$ cat src/rtl/rxring_pkg.sv
package rxring_pkg;
  localparam int HDR_BYTES = 6;
  localparam int OK_BIT    = 7;

  typedef enum logic [1:0] {WS_IDLE, WS_BODY, WS_HDR} wstate_e;

  // a + n wrapped into [first, last]; n must be smaller than the ring size
  function automatic logic [16:0] ring_add(input logic [16:0] a, input logic [16:0] n,
                                           input logic [16:0] first, input logic [16:0] last);
    logic [17:0] s;
    s = {1'b0, a} + {1'b0, n};
    if (s > {1'b0, last}) s = s - ({1'b0, last} - {1'b0, first} + 18'd1);
    return s[16:0];
  endfunction
endpackage

$ cat src/rtl/rxring_space.sv
module rxring_space #(
  parameter int AW = 10
) (
  input  logic [AW-1:0] first,
  input  logic [AW-1:0] last,
  input  logic [AW-1:0] wr,
  input  logic [AW-1:0] rd,
  output logic [AW:0]   free
);
  logic [AW:0] ring_n;

  always_comb begin
    ring_n = {1'b0, last} - {1'b0, first} + 1'b1;
    if (rd > wr) free = {1'b0, rd} - {1'b0, wr} - 1'b1;
    else         free = {1'b0, rd} + ring_n - {1'b0, wr} - 1'b1;
  end
endmodule

$ cat src/rtl/rxring_count.sv
module rxring_count #(
  parameter int CNT_W = 8
) (
  input  logic             clk,
  input  logic             rst_n,
  input  logic             inc,
  input  logic             dec,
  output logic [CNT_W-1:0] count
);
  localparam logic [CNT_W-1:0] MAXC = {CNT_W{1'b1}};

  always_ff @(posedge clk) begin
    if (!rst_n) count <= '0;
    else begin
      case ({inc, dec})
        2'b10:   if (count != MAXC) count <= count + 1'b1;
        2'b01:   if (count != '0)   count <= count - 1'b1;
        default: count <= count;
      endcase
    end
  end
endmodule

$ cat src/rtl/rxring_writer.sv
module rxring_writer
  import rxring_pkg::*;
#(
  parameter int AW = 10
) (
  input  logic          clk,
  input  logic          rst_n,
  input  logic [AW-1:0] first,
  input  logic [AW-1:0] last,
  input  logic [AW:0]   free,
  input  logic          s_valid,
  output logic          s_ready,
  input  logic [7:0]    s_data,
  input  logic          s_sof,
  input  logic          s_eof,
  input  logic          s_err,
  output logic          mem_we,
  output logic [AW-1:0] mem_addr,
  output logic [7:0]    mem_wdata,
  output logic [AW-1:0] wr_ptr,
  output logic          commit,
  output logic          overflow
);
  wstate_e       state;
  logic [AW-1:0] cur;
  logic [15:0]   cnt;
  logic          drop_f, err_f;
  logic [2:0]    idx;
  logic [AW-1:0] next_q;
  logic [15:0]   len_q, st_q;

  logic          take, first_byte, drop_eff, fits_byte, tot_fits, err_all;
  logic [15:0]   cnt_eff, len_now;
  logic [AW-1:0] cur_eff;
  logic [17:0]   need, tot;
  logic [7:0]    hdr_byte;

  always_comb begin
    s_ready    = (state != WS_HDR);
    first_byte = (state == WS_IDLE);
    take       = s_valid && s_ready && (state == WS_BODY || s_sof);
    cnt_eff    = first_byte ? 16'd0 : cnt;
    cur_eff    = first_byte ? AW'(ring_add(17'(wr_ptr), 17'(HDR_BYTES), 17'(first), 17'(last))) : cur;
    drop_eff   = first_byte ? 1'b0 : drop_f;
    err_all    = (first_byte ? 1'b0 : err_f) | s_err;
    len_now    = cnt_eff + 16'd1;
    need       = 18'(HDR_BYTES) + 18'(cnt_eff) + 18'd1;
    tot        = need + {17'd0, need[0]};
    fits_byte  = need <= 18'(free);
    tot_fits   = tot <= 18'(free);
    commit     = (state == WS_HDR) && (idx == 3'd5);
    case (idx)
      3'd0:    hdr_byte = 8'(16'(next_q));
      3'd1:    hdr_byte = 8'(16'(next_q) >> 8);
      3'd2:    hdr_byte = len_q[7:0];
      3'd3:    hdr_byte = len_q[15:8];
      3'd4:    hdr_byte = st_q[7:0];
      default: hdr_byte = st_q[15:8];
    endcase
  end

  always_ff @(posedge clk) begin
    if (!rst_n) begin
      state     <= WS_IDLE;
      cur       <= first;
      cnt       <= '0;
      drop_f    <= 1'b0;
      err_f     <= 1'b0;
      idx       <= '0;
      next_q    <= first;
      len_q     <= '0;
      st_q      <= '0;
      wr_ptr    <= first;
      overflow  <= 1'b0;
      mem_we    <= 1'b0;
      mem_addr  <= first;
      mem_wdata <= '0;
    end else begin
      mem_we <= 1'b0;
      if (state == WS_HDR) begin
        mem_we    <= 1'b1;
        mem_addr  <= AW'(ring_add(17'(wr_ptr), 17'(idx), 17'(first), 17'(last)));
        mem_wdata <= hdr_byte;
        idx       <= idx + 3'd1;
        if (idx == 3'd5) begin
          wr_ptr <= next_q;
          idx    <= '0;
          state  <= WS_IDLE;
        end
      end else if (take) begin
        cnt <= len_now;
        if (!drop_eff && fits_byte) begin
          mem_we    <= 1'b1;
          mem_addr  <= cur_eff;
          mem_wdata <= s_data;
          cur       <= AW'(ring_add(17'(cur_eff), 17'd1, 17'(first), 17'(last)));
        end else begin
          cur <= cur_eff;
        end
        drop_f <= drop_eff | ~fits_byte;
        err_f  <= err_all;
        if (s_eof) begin
          if (drop_eff || !fits_byte || !tot_fits) begin
            overflow <= 1'b1;
            state    <= WS_IDLE;
          end else begin
            next_q <= AW'(ring_add(17'(wr_ptr), 17'(tot), 17'(first), 17'(last)));
            len_q  <= len_now;
            st_q   <= 16'(!err_all) << OK_BIT;
            idx    <= '0;
            state  <= WS_HDR;
          end
        end else begin
          state <= WS_BODY;
        end
      end
    end
  end
endmodule

$ cat src/rtl/rxring_buffer_mgr.sv
module rxring_buffer_mgr #(
  parameter int AW    = 10,
  parameter int CNT_W = 8
) (
  input  logic             clk,
  input  logic             rst_n,
  input  logic [AW-1:0]    cfg_start,
  input  logic [AW-1:0]    cfg_end,
  input  logic             s_valid,
  output logic             s_ready,
  input  logic [7:0]       s_data,
  input  logic             s_sof,
  input  logic             s_eof,
  input  logic             s_err,
  input  logic             host_rd_we,
  input  logic [AW-1:0]    host_rd_ptr,
  input  logic             host_pkt_dec,
  output logic             mem_we,
  output logic [AW-1:0]    mem_addr,
  output logic [7:0]       mem_wdata,
  output logic [AW-1:0]    wr_ptr,
  output logic [CNT_W-1:0] pkt_count,
  output logic             overflow
);
  logic [AW-1:0] rd_q;
  logic [AW:0]   free;
  logic          commit;

  always_ff @(posedge clk) begin
    if (!rst_n)          rd_q <= cfg_start;
    else if (host_rd_we) rd_q <= host_rd_ptr;
  end

  rxring_space #(.AW(AW)) u_space (
    .first(cfg_start), .last(cfg_end), .wr(wr_ptr), .rd(rd_q), .free(free)
  );

  rxring_writer #(.AW(AW)) u_writer (
    .clk(clk), .rst_n(rst_n), .first(cfg_start), .last(cfg_end), .free(free),
    .s_valid(s_valid), .s_ready(s_ready), .s_data(s_data), .s_sof(s_sof),
    .s_eof(s_eof), .s_err(s_err), .mem_we(mem_we), .mem_addr(mem_addr),
    .mem_wdata(mem_wdata), .wr_ptr(wr_ptr), .commit(commit), .overflow(overflow)
  );

  rxring_count #(.CNT_W(CNT_W)) u_count (
    .clk(clk), .rst_n(rst_n), .inc(commit), .dec(host_pkt_dec), .count(pkt_count)
  );
endmodule

$ cat config.mk
export PLATFORM = sky130hd
export DESIGN_NAME = rxring_buffer_mgr
export DESIGN_NICKNAME = d
export VERILOG_FILES = /design/src/rtl/rxring_pkg.sv /design/src/rtl/rxring_space.sv /design/src/rtl/rxring_count.sv /design/src/rtl/rxring_writer.sv /design/src/rtl/rxring_buffer_mgr.sv
export SDC_FILE = /design/constraint.sdc
export NUM_CORES = 1
export LEC_CHECK = 0
export ABC_CLOCK_PERIOD_IN_PS = 16900
export BUFFER_PORTS_ARGS = -buffer_cell sky130_fd_sc_hd__buf_4
export CORE_MARGIN = 10
export CORE_UTILIZATION = 32
export CTS_CLUSTER_DIAMETER = 40
export CTS_CLUSTER_SIZE = 16
export DETAILED_ROUTE_END_ITERATION = 10
export HOLD_SLACK_MARGIN = 0.02
export PLACE_DENSITY = 0.58
export SLEW_MARGIN = 20
export SYNTH_ARGS = -nofsm -noshare
export SYNTH_HDL_FRONTEND = slang
export SYNTH_SLANG_ARGS = --single-unit
$ cat constraint.sdc
create_clock -name clk -period 16.9 [get_ports clk]
set_clock_uncertainty 0.15 [all_clocks]
set_input_delay 3.38 -clock clk [delete_from_list [all_inputs] [get_ports clk]]
set_output_delay 3.38 -clock clk [all_outputs]
set_load 0.05 [all_outputs]
==> metrics.cfg <==
[status]
status=complete, no violations

[synthesis]
ys_async_sr_fraction=0
netlist_instances=1490
netlist_area_um2=12400
ys_seq_elements=108
yosysWarnings=0
synth_top_area_share=0.165
yosysMostFrequentCell=ha_1
syn_nets=1729
synthDominantAreaCellType=ha_1
synth_seq_area_share=0.215
synth_area_leaders=ha_1, edfxtp_1, dfxtp_1
synth_cell_types=94
synth_ff_type=dfxtp_1
synth_edf_count=50
avgSynthCellArea_um2=8.33
ys_top_cells_by_count=ha_1, nand2_1, nor2_1

[drt]
firstDrtPassIters=5
drt_first_iter_violations=719
ant_nets=0
drt_drc_violations_left=0
wl_per_cell_um=20.9
vias=11200
wirelength_um=43200
vias_per_cell=5.44

[sta]
fin_crit_ps=10710
setup_violations=0
period_share=0.634
setup-tns-final_ps=0
rsz0062_at_grt=no
hold_viol_final=0
timing.fmax_ghz=0.0934
worst_slew_pin_slew_ps=1040
drv_slew=0
whs_ps=314
relSlewSlack=0.300

[cts]
cts_tree=done
cts_htree_levels=3
cts_resized=0
clock-sinks=108
clock_latency_ps=370
cts_buffer_depth=2
numCtsBuffers=9
clockRootBuffer=clkbuf_16
clk_pin_slew_ps=80
post-cts-setup-buffers=0
hold_buffers=0

[die]
initial_core_util=0.323
die_x_um=217
die-area_um2=47100
die_height_um=217
core_area_um2=38500
io_pins=85
num_rows=72

[finish]
insertedDiodeCount=0
fill_cells=3994
area_growth_pct=11.4
fin_nets=1781
final_layout_size_suffix_gt1_frac=0.0976
instances_no_fill=2065
final_area_um2=13800

[power_and_ir_drop]
intPower_uw=796
sequentialPowerShare=0.232
p_leak_nw=6.14
p_comb_frac=0.622
p_clk_frac=0.146
power_mw=1.50
power_density_nw_per_um2=108
p_switching_uw=700
ir_drop_v=0.0000843
swShare=0.468

[place]
gp_congestion=0.936
post_dp_cell_area_um2=13500
hpwlAfterDp_um=34300
dp_cells=2049
io_buffers=84

[job]
drv.max_cap_violation_count=0

[global_routing]
antenna_found_initial=0
grt_max_degree=70
grt_pass1_wl_um=66500
grt_overflow=0
grt_pass1_vias=11200
grt_use_total=0.181

[worst_setup_path]
cp_max_fo=8
cp.arrival_ps=10680
worstPathRequired_ps=16880
startpoint_type=primary input
rr_startpoint=u_writer.wr_ptr[2]
r2r_cells=26
end_kind=register
rrSetupSlack_ps=8300
regToRegEndpoint=u_writer.cur[5]
worstSetupPathType=primary input to register

[worst_hold_path]
hp-class=register to register
worstHoldEndpoint=u_writer.len_q[6]
whs_path_depth=2
hp-start=u_writer.len_q[6]

-- power by group through the flow --
stage	Clock (mW)	Combinational [mW]	Sequential, mW
finish	0.218	0.930	0.348
global route	0.231	1.03	0.352
CTS	0.225	0.929	0.347
detailed placement	0	0.923	0.352
global placement	0	0.916	0.353
floorplan	0	0.631	0.390
-- layout make-up --
type                            instances  area (um2)  share of cell area
Multi-Input combinational cell       1236        9170               0.663
Clock inverter                          7        62.6             0.00453
Clock buffer                            9         225              0.0163
Inverter                               92         345              0.0250
Tap cell                              518         648              0.0469
Timing Repair Buffer                   95         713              0.0516
Sequential cell                       108        2660               0.193
-- worst max-delay path: stages --
cell,delay (ps)
buf_4,110
inv_1,270
ha_1,300
inv_1,60
ha_1,160
inv_1,50
fa_1,390
nor2b_1,120
o21a_1,140
nor2_1,50
xor2_1,580
ha_1,390
o21a_1,190
o31a_1,110
a21oi_1,120
nand2_1,70
o211ai_1,470
or4b_1,530
nor2_1,140
xor2_1,340
ha_1,320
nand3_1,100
a211oi_1,60
o41ai_1,800
inv_1,90
a31oi_1,730
nor2_1,240
a221o_1,370
-- logic make-up after synthesis --
family                   synth area share
flip-flops                          0.215
AND/OR/NAND/NOR                     0.191
XOR/XNOR                           0.0852
multiplexers                       0.0484
AO/OA/AOI/OAI                       0.202
buffers and inverters              0.0471
adder cells (fa/ha/maj)             0.212
-- layer usage --
| metal | wire length (um) | vias up | track usage | share of wire |
|---|---|---|---|---|
| met1 | 18800 | 5461 | 0.222 | 0.43 |
| li1 | - | 5473 | - | - |
| met4 | 2150 | 0 | 0.0911 | 0.050 |
| met5 | 0 | - | 0 | 0 |
| met3 | 1480 | 72 | 0.0223 | 0.034 |
| met2 | 20800 | 232 | 0.308 | 0.48 |
-- layout by cell type, fill, tap and decap left out, types with 13 or more instances in the layout --
cell / instances
ha_1: 164
nand2_1: 153
nor2_1: 114
o21ai_0: 100
a21oi_1: 97
buf_4: 95
inv_1: 90
xnor2_1: 79
dfxtp_1: 58
edfxtp_1: 50
mux2i_1: 47
a21o_1: 43
xor2_1: 38
nand3_1: 31
fa_1: 29
nand4_1: 28
nor3_1: 27
nor2b_1: 25
o21a_1: 22
nand2b_1: 16
and3_1: 14
o21bai_1: 13
a211oi_1: 13
-- worst max-delay path by stage --
stage	start	endpoint	slack [ps]	cells after the start
2_1_floorplan	cfg_end[1]	u_writer.cur[3]	7610	23
3_3_place_gp	cfg_end[1]	u_writer.cur[4]	6110	28
3_5_place_dp	cfg_end[1]	u_writer.cur[5]	5920	28
4_1_cts	cfg_end[1]	u_writer.cur[5]	6310	28
5_1_grt	cfg_end[1]	u_writer.cur[5]	5650	28
6_report	cfg_end[1]	u_writer.cur[5]	6190	28
-- registers in the layout, indices dropped and copies added, names as in the netlist --
name and flops:
u_writer.drop_f 1, u_writer.err_f 1, u_writer.wr_ptr 10, u_writer.mem_addr 10, u_writer.mem_we 1, u_writer.cnt 16, u_writer.overflow 1, rd_q 10
u_writer.mem_wdata 8, u_writer.idx 3, u_count.count 8, u_writer.cur 10, u_writer.state 2, u_writer.len_q 16, u_writer.st_q 1, u_writer.next_q 10
-- through the flow --
stage | setup WS, ps | utilization
2_1_floorplan | 7610 | -
3_5_place_dp | 5920 | 0.352
5_1_grt | 5650 | 0.359
6_report | 6190 | 0.359
4_1_cts | 6310 | 0.359
3_3_place_gp | 6110 | 0.352
Note: power is estimated with default switching activity, not from simulation.
